`config.mk`:
```
export PLATFORM = sky130hd
export DESIGN_NAME = dual_reset_seq
export DESIGN_NICKNAME = d
export VERILOG_FILES = /design/src/rtl/dual_reset_pkg.sv /design/src/rtl/reset_sync_chain.sv /design/src/rtl/cal_status_regs.sv /design/src/rtl/core_power_seq.sv /design/src/rtl/dual_reset_seq.sv
export SDC_FILE = /design/constraint.sdc
export NUM_CORES = 1
export LEC_CHECK = 0
export CORE_UTILIZATION = 50
export CTS_BUF_LIST = sky130_fd_sc_hd__clkbuf_4
export CTS_CLUSTER_SIZE = 14
export DETAILED_ROUTE_END_ITERATION = 12
export DONT_BUFFER_PORTS = 1
export PLACE_DENSITY = 0.62
export SYNTH_ARGS = -nofsm -noshare
export SYNTH_HDL_FRONTEND = slang
export SYNTH_HIERARCHICAL = 1
export SYNTH_SLANG_ARGS = --single-unit
```
`constraint.sdc`:
```
create_clock -name clk -period 2.25 [get_ports clk]
set_input_delay 0.1125 -clock clk [delete_from_list [all_inputs] [get_ports clk]]
set_output_delay 0.1125 -clock clk [all_outputs]
set_load 0.05 [all_outputs]
```
`src/rtl/dual_reset_pkg.sv`:
```
package dual_reset_pkg;

    localparam int unsigned REG_W        = 8;
    localparam logic [7:0]  STATUS_IDX   = 8'h0D;
    localparam int unsigned VALID_BIT    = 7;

    typedef enum logic [1:0] {
        SEQ_OFF  = 2'd0,
        SEQ_PLL  = 2'd1,
        SEQ_HOLD = 2'd2,
        SEQ_RUN  = 2'd3
    } seq_state_e;

    typedef struct packed {
        logic             idx_wr;
        logic             data_wr;
        logic [REG_W-1:0] wdata;
    } reg_bus_t;

    typedef struct packed {
        logic cpu_rst_n;
        logic pll_en;
        logic pd_en;
    } seq_out_t;

    function automatic seq_out_t seq_decode(input seq_state_e st);
        seq_out_t o;
        o.pd_en     = (st == SEQ_OFF);
        o.pll_en    = (st != SEQ_OFF);
        o.cpu_rst_n = (st == SEQ_RUN);
        return o;
    endfunction

    function automatic logic [REG_W-1:0] status_byte(input logic flag);
        logic [REG_W-1:0] b;
        b            = '0;
        b[VALID_BIT] = flag;
        return b;
    endfunction

endpackage

```
`src/rtl/reset_sync_chain.sv`:
```
module reset_sync_chain #(
    parameter int unsigned STAGES  = 2,
    parameter logic        RST_VAL = 1'b0
) (
    input  logic clk,
    input  logic rst,
    input  logic d,
    output logic q
);
    logic [STAGES-1:0] sr;

    genvar g;
    generate
        for (g = 0; g < STAGES; g++) begin : g_stage
            if (g == 0) begin : g_first
                always_ff @(posedge clk) begin
                    if (rst) sr[0] <= RST_VAL;
                    else     sr[0] <= d;
                end
            end else begin : g_next
                always_ff @(posedge clk) begin
                    if (rst) sr[g] <= RST_VAL;
                    else     sr[g] <= sr[g-1];
                end
            end
        end
    endgenerate

    assign q = sr[STAGES-1];
endmodule

```
`src/rtl/cal_status_regs.sv`:
```
module cal_status_regs
    import dual_reset_pkg::*;
(
    input  logic             clk,
    input  logic             rst,
    input  reg_bus_t         bus,
    output logic [REG_W-1:0] rdata,
    output logic [REG_W-1:0] idx_o,
    output logic             flag_o
);
    logic [REG_W-1:0] idx_q;
    logic             flag_q;
    logic             set_hit;

    // A set command needs the status index and a one in the valid bit.
    assign set_hit = bus.data_wr && (idx_q == STATUS_IDX) && bus.wdata[VALID_BIT];

    always_ff @(posedge clk) begin
        if (rst) begin
            idx_q  <= '0;
            flag_q <= 1'b0;
        end else begin
            if (bus.idx_wr) idx_q <= bus.wdata;
            if (set_hit)    flag_q <= 1'b1;
        end
    end

    always_comb begin
        if (idx_q == STATUS_IDX) rdata = status_byte(flag_q);
        else                     rdata = '0;
    end

    assign idx_o  = idx_q;
    assign flag_o = flag_q;
endmodule

```
`src/rtl/core_power_seq.sv`:
```
module core_power_seq
    import dual_reset_pkg::*;
#(
    parameter int unsigned PLL_WAIT = 4096,
    parameter int unsigned HOLD_CYC = 16
) (
    input  logic     clk,
    input  logic     rst,
    input  logic     sok,
    input  logic     lock,
    output seq_out_t outs
);
    localparam int unsigned MAX_CNT = (PLL_WAIT > HOLD_CYC) ? PLL_WAIT : HOLD_CYC;
    localparam int unsigned CNT_W   = $clog2(MAX_CNT) + 1;
    localparam logic [CNT_W-1:0] PLL_LOAD  = CNT_W'(PLL_WAIT - 1);
    localparam logic [CNT_W-1:0] HOLD_LOAD = CNT_W'(HOLD_CYC - 1);

    seq_state_e       state_q, state_d;
    logic [CNT_W-1:0] cnt_q, cnt_d;
    logic             cnt_done;

    assign cnt_done = (cnt_q == '0);

    always_comb begin
        state_d = state_q;
        cnt_d   = cnt_q;
        unique case (state_q)
            SEQ_OFF: begin
                if (sok) begin
                    state_d = SEQ_PLL;
                    cnt_d   = PLL_LOAD;
                end
            end
            SEQ_PLL: begin
                if (!sok) begin
                    state_d = SEQ_OFF;
                end else if (!cnt_done) begin
                    cnt_d = cnt_q - 1'b1;
                end else if (lock) begin
                    state_d = SEQ_HOLD;
                    cnt_d   = HOLD_LOAD;
                end
            end
            SEQ_HOLD: begin
                if (!sok) begin
                    state_d = SEQ_OFF;
                end else if (!cnt_done) begin
                    cnt_d = cnt_q - 1'b1;
                end else begin
                    state_d = SEQ_RUN;
                end
            end
            SEQ_RUN: begin
                if (!sok) state_d = SEQ_OFF;
            end
            default: state_d = SEQ_OFF;
        endcase
    end

    always_ff @(posedge clk) begin
        if (rst) begin
            state_q <= SEQ_OFF;
            cnt_q   <= '0;
        end else begin
            state_q <= state_d;
            cnt_q   <= cnt_d;
        end
    end

    assign outs = seq_decode(state_q);
endmodule

```
`src/rtl/dual_reset_seq.sv`:
```
module dual_reset_seq
    import dual_reset_pkg::*;
#(
    parameter int unsigned PLL_WAIT    = 4096,
    parameter int unsigned HOLD_CYC    = 16,
    parameter int unsigned SYNC_STAGES = 2
) (
    input  logic       clk,
    input  logic       mrst_n,
    input  logic       supply_ok,
    input  logic       pll_lock,
    input  logic       idx_wr,
    input  logic       data_wr,
    input  logic [7:0] wdata,
    output logic [7:0] rdata,
    output logic       cal_rst,
    output logic       cpu_rst_n,
    output logic       pll_en,
    output logic       pd_en
);
    logic       mrst_n_s;
    logic       sok_s;
    reg_bus_t   bus;
    seq_out_t   seq_o;
    logic [7:0] idx_q;
    logic       vrt_flag;

    // The master reset chain has no reset of its own. It is the reset source.
    reset_sync_chain #(.STAGES(SYNC_STAGES), .RST_VAL(1'b0)) mrst_sync_i (
        .clk (clk),
        .rst (1'b0),
        .d   (mrst_n),
        .q   (mrst_n_s)
    );

    assign cal_rst = !mrst_n_s;

    reset_sync_chain #(.STAGES(SYNC_STAGES), .RST_VAL(1'b0)) sok_sync_i (
        .clk (clk),
        .rst (cal_rst),
        .d   (supply_ok),
        .q   (sok_s)
    );

    assign bus.idx_wr  = idx_wr;
    assign bus.data_wr = data_wr;
    assign bus.wdata   = wdata;

    // The calendar status is reset only by the master reset.
    cal_status_regs regs_i (
        .clk    (clk),
        .rst    (cal_rst),
        .bus    (bus),
        .rdata  (rdata),
        .idx_o  (idx_q),
        .flag_o (vrt_flag)
    );

    core_power_seq #(.PLL_WAIT(PLL_WAIT), .HOLD_CYC(HOLD_CYC)) seq_i (
        .clk  (clk),
        .rst  (cal_rst),
        .sok  (sok_s),
        .lock (pll_lock),
        .outs (seq_o)
    );

    assign cpu_rst_n = seq_o.cpu_rst_n;
    assign pll_en    = seq_o.pll_en;
    assign pd_en     = seq_o.pd_en;
endmodule

```
### Yosys cells after proc, flatten, opt, wreduce, memory -nomap -nowiden

Index checks and enable logic that the tools add are counted.

* output and inout port bits: 12
* bits in latches: 0
* memories: 0
* register bits after elaboration: 28
* input bits: 14
* ROM bits: 0
* word-level logic and storage cells: 47
* bits in writable memories: 0

* order comparisons: 0
* divide/modulo/power cells: 0
* mux-type cells: 16
* multiply operators: 0
* equal/unequal tests: 13
* bitwise operators: 0
* reductions and logical operators: 9
* shift operators: 0
* add/sub/neg operators: 1

Operators by type and width (count)
* 13-bit two-way mux: 6
* 13-bit one-hot mux with 3 select lines: 1
* 2-bit two-way mux: 7
* 13-bit logical NOT: 1
* 13-bit by 1-bit subtractor with 13-bit output, second input constant: 1
* 8-bit by 4-bit == test with 1-bit output, second input constant: 1
* 8-bit two-way mux: 1
* 2-bit != test, second input constant: 4
* 2-bit one-hot mux with 4 select lines: 1
* 3-bit by 2-bit != test with 1-bit output, second input constant: 2
* 3-bit != test, second input constant: 2
* 6-bit AND reduction: 1
* 5-bit AND reduction: 1
* 2-bit == test, second input constant: 2
* 3-bit nonzero test: 1
* 2-bit by 1-bit == test with 1-bit output, second input constant: 1
* 1-bit logical AND: 2
* 2-bit logical NOT: 1
* 2-bit by 1-bit != test with 1-bit output, second input constant: 1
* 2-bit nonzero test: 1
* 1-bit logical NOT: 1

### Depth between registers and ports, before layout

* depth after elaboration: 4
* depth in mapped cells: 8

### By module

Netlist, hierarchy kept.

By module, submodules not included
* core_power_seq: area each 1029.7 um2, seq. area each 300.3 um2, cells each 133, instances 1
* cal_status_regs: area each 409.1 um2, seq. area each 180.2 um2, cells each 41, instances 1
* reset_sync_chain: area each 52.6 um2, seq. area each 40.0 um2, cells each 4, instances 2
* dual_reset_seq: area each 7.5 um2, seq. area each 0.0 um2, cells each 2, instances 1

### Least setup slack after synthesis

No wires, ideal clock.

* path kind: register to register
* from: reg seq_i.state_q[0]
* to: reg seq_i.cnt_q[6]
* slack: -0.107 ns
* data arrival time: 2.242 ns
* library setup time: 0.115 ns
* data required time: 2.135 ns
* buffers on the path: 1
* clock period less this slack: 2.357 ns
* stages on the path, launching flop included: 9
* cells stage by stage: dfxtp_1 inv_1 ha_1 inv_1 a21oi_1 and2_1 clkbuf_1 a31oi_1 o21a_1

* cells in the longest elaborated chain, start to end: 3

RTL lines
* start, declared: RTL line core_power_seq.sv:18 `seq_state_e state_q, state_d;`
* start signal, assigned: RTL line core_power_seq.sv:65 `state_q <= state_d;`
* 2-bit logical NOT *
* via pd_en: RTL line dual_reset_seq.sv:19 `output logic pd_en`
* 2-bit by 1-bit != test with 1-bit output (no source line) or 3-bit nonzero test (tied branches)
* 6-bit AND reduction (no source line)
* end signal, assigned: RTL line core_power_seq.sv:66 `cnt_q <= cnt_d;`
* end, declared: RTL line core_power_seq.sv:19 `logic [CNT_W-1:0] cnt_q, cnt_d;`

The timed path passes the listed nets; every way through them passes the cells marked *.
A chain may end at the register's enable or synchronous reset.

### Final worst setup path

* from: reg seq_i.state_q[0]
* to: reg seq_i.state_q[1]

* cells in the longest elaborated chain, start to end: 3

RTL lines
* 2-bit == test (tied with other cells): RTL line core_power_seq.sv:27 `unique case (state_q)`
* 3-bit by 2-bit != test with 1-bit output (no source line) (tied with other cells)
* 5-bit AND reduction (no source line)

Parallel ways exist; a longest one is shown, timed or not.

==> impl_metrics.py <==
metrics = {
    "place": {
        "place_area_um2": 1610,
        "place_inst": 218,
        "gp_routability_congestion": 0.840,
        "pre_cts_ws_ns": 0.0475,
        "detailedPlacementHpwl_um": 2400,
        "port_buffers": 0,
    },
    "layout": {
        "antenna-diode-count": 0,
        "area_growth_pct": 19.0,
        "filler_cell_count": 243,
        "finish.instance_area_um2": 1850,
        "post-route-util": 0.647,
        "net_count_of_the_finished_layout": 232,
        "drive_above_1_share": 0.143,
        "instances_no_fill": 241,
    },
    "sta": {
        "timing.final.crit_period_ns": 2.15,
        "clock-skew-final_ns": 0.00494,
        "worst_margin_pin_slew_ns": 0.778,
        "setup_viol": 0,
        "final.setup.tns_ns": 0,
        "finalHoldViolations": 0,
        "hold_worst_slack_ns": 0.262,
        "slew-limit-headroom": 0.481,
        "timing.final.ws_setup_ns": 0.100,
        "slew_viol_final": 0,
        "min_period_over_period": 0.955,
        "maxClockFrequency_mhz": 465,
    },
    "detailed_routing": {
        "routed_length_per_placed_instance_um": 15.8,
        "antenna_violating_nets_post_route": 0,
        "totalWireLength_um": 3820,
        "route.vias.total": 1389,
        "first_pass_iters": 8,
        "remaining_drc_errors": 2,
        "vias_per_std_cell": 5.76,
        "first_iteration_detailed_routing_drc_count": 71,
    },
    "run_status": {
        "status": "finished with violations",
        "failed_checks": "design-rule violations",
    },
    "global_route": {
        "track_usage": 0.254,
        "grt_start_max_net_pins": 26,
        "global_route_wire_length_before_repair_um": 6460,
        "grt_antenna_before_repair": 0,
        "first_global_vias": 1369,
        "globalRouteOverflowTotal": 0,
    },
    "worst_hold_path": {
        "worst_hold_path_type": "primary input to flop",
        "hold_path_startpoint": "pll_lock",
        "timing.hold.worst_path_depth": 3,
        "min_to": "seq_i/state_q[0]",
    },
    "power": {
        "powerDensity_nw_per_um2": 431,
        "cellInternalPower_uw": 601,
        "clkPwrFrac": 0.258,
        "power_after_layout_uw": 796,
        "sequentialPowerShare": 0.632,
        "total_leakage_power_nw": 0.711,
        "vdd.ir_drop.worst_v": 0.000324,
        "power.share.combinational": 0.110,
        "total_switching_power_uw": 195,
        "switching_share_of_total_power": 0.245,
    },
    "clock_network": {
        "htree_num_levels": 1,
        "cts-root-to-sink-buffers": 2,
        "clock_tree_from_tritoncts": "built",
        "clk_root_buffer_cell": "clkbuf_4",
        "cts_inserted_buffers": 3,
        "clk_pin_slew_ns": 0.15,
        "num_clock_sinks": 28,
        "worstSkewPairLatency_ns": 0.32,
    },
    "yosys": {
        "yosys_register_bits": 28,
        "synthesis.area_um2": 1550,
        "most_frequently_used_flop_master_after_synthesis": "dfxtp_1",
        "synth_edf_count": 0,
        "synthArstFlopShare": 0,
        "netlist_instances": 184,
        "post_synth_main_area_contributors": "dfxtp_1 (36%), nor2_1 (5.6%), a21oi_1 (5.2%)",
        "synthDominantCellAreaShare": 0.361,
        "synthesis.area_per_instance_um2": 8.43,
        "post_synth_num_cell_types": 47,
        "number_of_warnings_reported_in_the_yosys_synthesis_log": 6,
        "synth_area_leader_cell": "dfxtp_1",
        "yosys-top-cells-count": "dfxtp_1 (28), nor2_1 (23), a21oi_1 (16)",
        "synth.yosys.seq_area_share": 0.361,
        "synth.most_common_cell": "dfxtp_1",
    },
    "die": {
        "initial_core_util": 0.544,
        "number_of_top_level_pins": 26,
        "num_rows": 19,
        "floorplan.die.width_um": 57.7,
        "fp.dieArea_um2": 3330,
        "die_height_um": 57.7,
        "core-area_um2": 2850,
    },
    "worst_setup_path": {
        "setup.reg_to_reg.worst_slack_ns": 0.10,
        "critical_path_class": "flop to flop",
        "end_kind": "flop",
        "cp_max_fanout": 5,
        "crit_chain": "inv_1, ha_1, or2_2, a2111o_1, or4_1, a21oi_1",
        "worst_ep_required_time_ns": 2.51,
        "rr_endpoint": "seq_i/state_q[1]",
        "ff_to_ff_path_depth": 6,
        "worst_path_largest_cell_delay_ns": 0.43,
        "cp-start-kind": "flop",
        "worst_r2r_startpoint": "seq_i/state_q[0]",
        "arrival_ns": 2.41,
        "timing.critical_path.slowest_stage_cell": "or4_1",
    },
    "run": {
        "timing.max_cap.violations": 0,
    },
}
## critical path: cells and delay by family (launching register included)
kind	cells	cell delay, ns
DFF	1	0.40
and+or+nand+nor	2	0.76
adders and majority gates	1	0.27
AOI/OAI and AO/OA	2	0.57
buffers and inverters	1	0.10
## how the worst max path moves through the flow
stage	startpoint	to	slack, ns	depth (start not counted)
detailed placement	seq_i/cnt_q[0]	seq_i/state_q[1]	0.05	7
global route	seq_i/cnt_q[0]	seq_i/state_q[1]	-0.007	7
global placement	seq_i/cnt_q[0]	seq_i/state_q[1]	0.08	7
finish	seq_i/state_q[0]	seq_i/state_q[1]	0.10	6
floorplan	seq_i/state_q[0]	seq_i/cnt_q[6]	0.12	8
CTS	seq_i/cnt_q[0]	seq_i/state_q[1]	0.008	7
## cell families (layout without fill, tap and decap cells)
logic type / after synthesis / in the layout / synth area share
fa+ha+maj: 6 / 6 / 0.0484
flops: 28 / 28 / 0.361
mux: 8 / 8 / 0.0516
compound gates: 47 / 47 / 0.202
buf+inv: 23 / 42 / 0.0734
other cells: 2 / 9 / 0.00484
simple gates: 70 / 70 / 0.258
## flip-flops by register name, summed over array words and instances (netlist names)
register	cells
regs_i/flag_o	1
seq_i/state_q	2
mrst_sync_i/sr	1
regs_i/idx_o	8
sok_sync_i/sr	1
seq_i/cnt_q	13
mrst_sync_i/q	1
sok_sync_i/q	1
## power groups by stage
stage / Clock, mW / Combinational, mW / Sequential [mW]
4_1_cts: 0.208 / 0.0833 / 0.503
3_3_place_gp: 0 / 0.0551 / 0.514
5_1_grt: 0.230 / 0.0925 / 0.504
6_report: 0.206 / 0.0873 / 0.503
2_1_floorplan: 0 / 0.0628 / 0.513
3_5_place_dp: 0 / 0.0559 / 0.514
## cell type report
cell class,count,area [µm²],share of cell area
timing repair buffer,30,273,0.148
tap,31,38.8,0.0210
sequential,28,563,0.305
multi-input combinational,140,916,0.496
inverter,9,33.8,0.0183
clock buffer,3,22.5,0.0122
## cells in the final DEF, fill, tap and decap left out, types with 5 or more instances in the layout
cell | synthesis | layout
nand2_1 | 12 | 12
conb_1 | 2 | 9
dfxtp_1 | 28 | 26
mux2i_1 | 8 | 8
a21oi_1 | 16 | 16
buf_4 | 7 | 11
inv_1 | 9 | 9
nor3_1 | 6 | 6
o21ai_0 | 8 | 8
ha_1 | 6 | 5
nor2b_1 | 5 | 5
nor2_1 | 23 | 22
dlygate4sd3_1 | 0 | 19
## layer usage
metal  wire length [µm]  global-route usage
met5                  0                   0
met2               1940               0.472
met4                 18              0.0680
met1               1710               0.310
met3                141              0.0290
## repair_timing
action                                  CTS  global route
endpoints found under the setup margin    0            13
setup buffers                             0             1
endpoints found under the hold margin    11             0
hold buffers                             19             0
gates resized for setup                   0             4
Note: power is estimated with default switching activity, not from simulation.
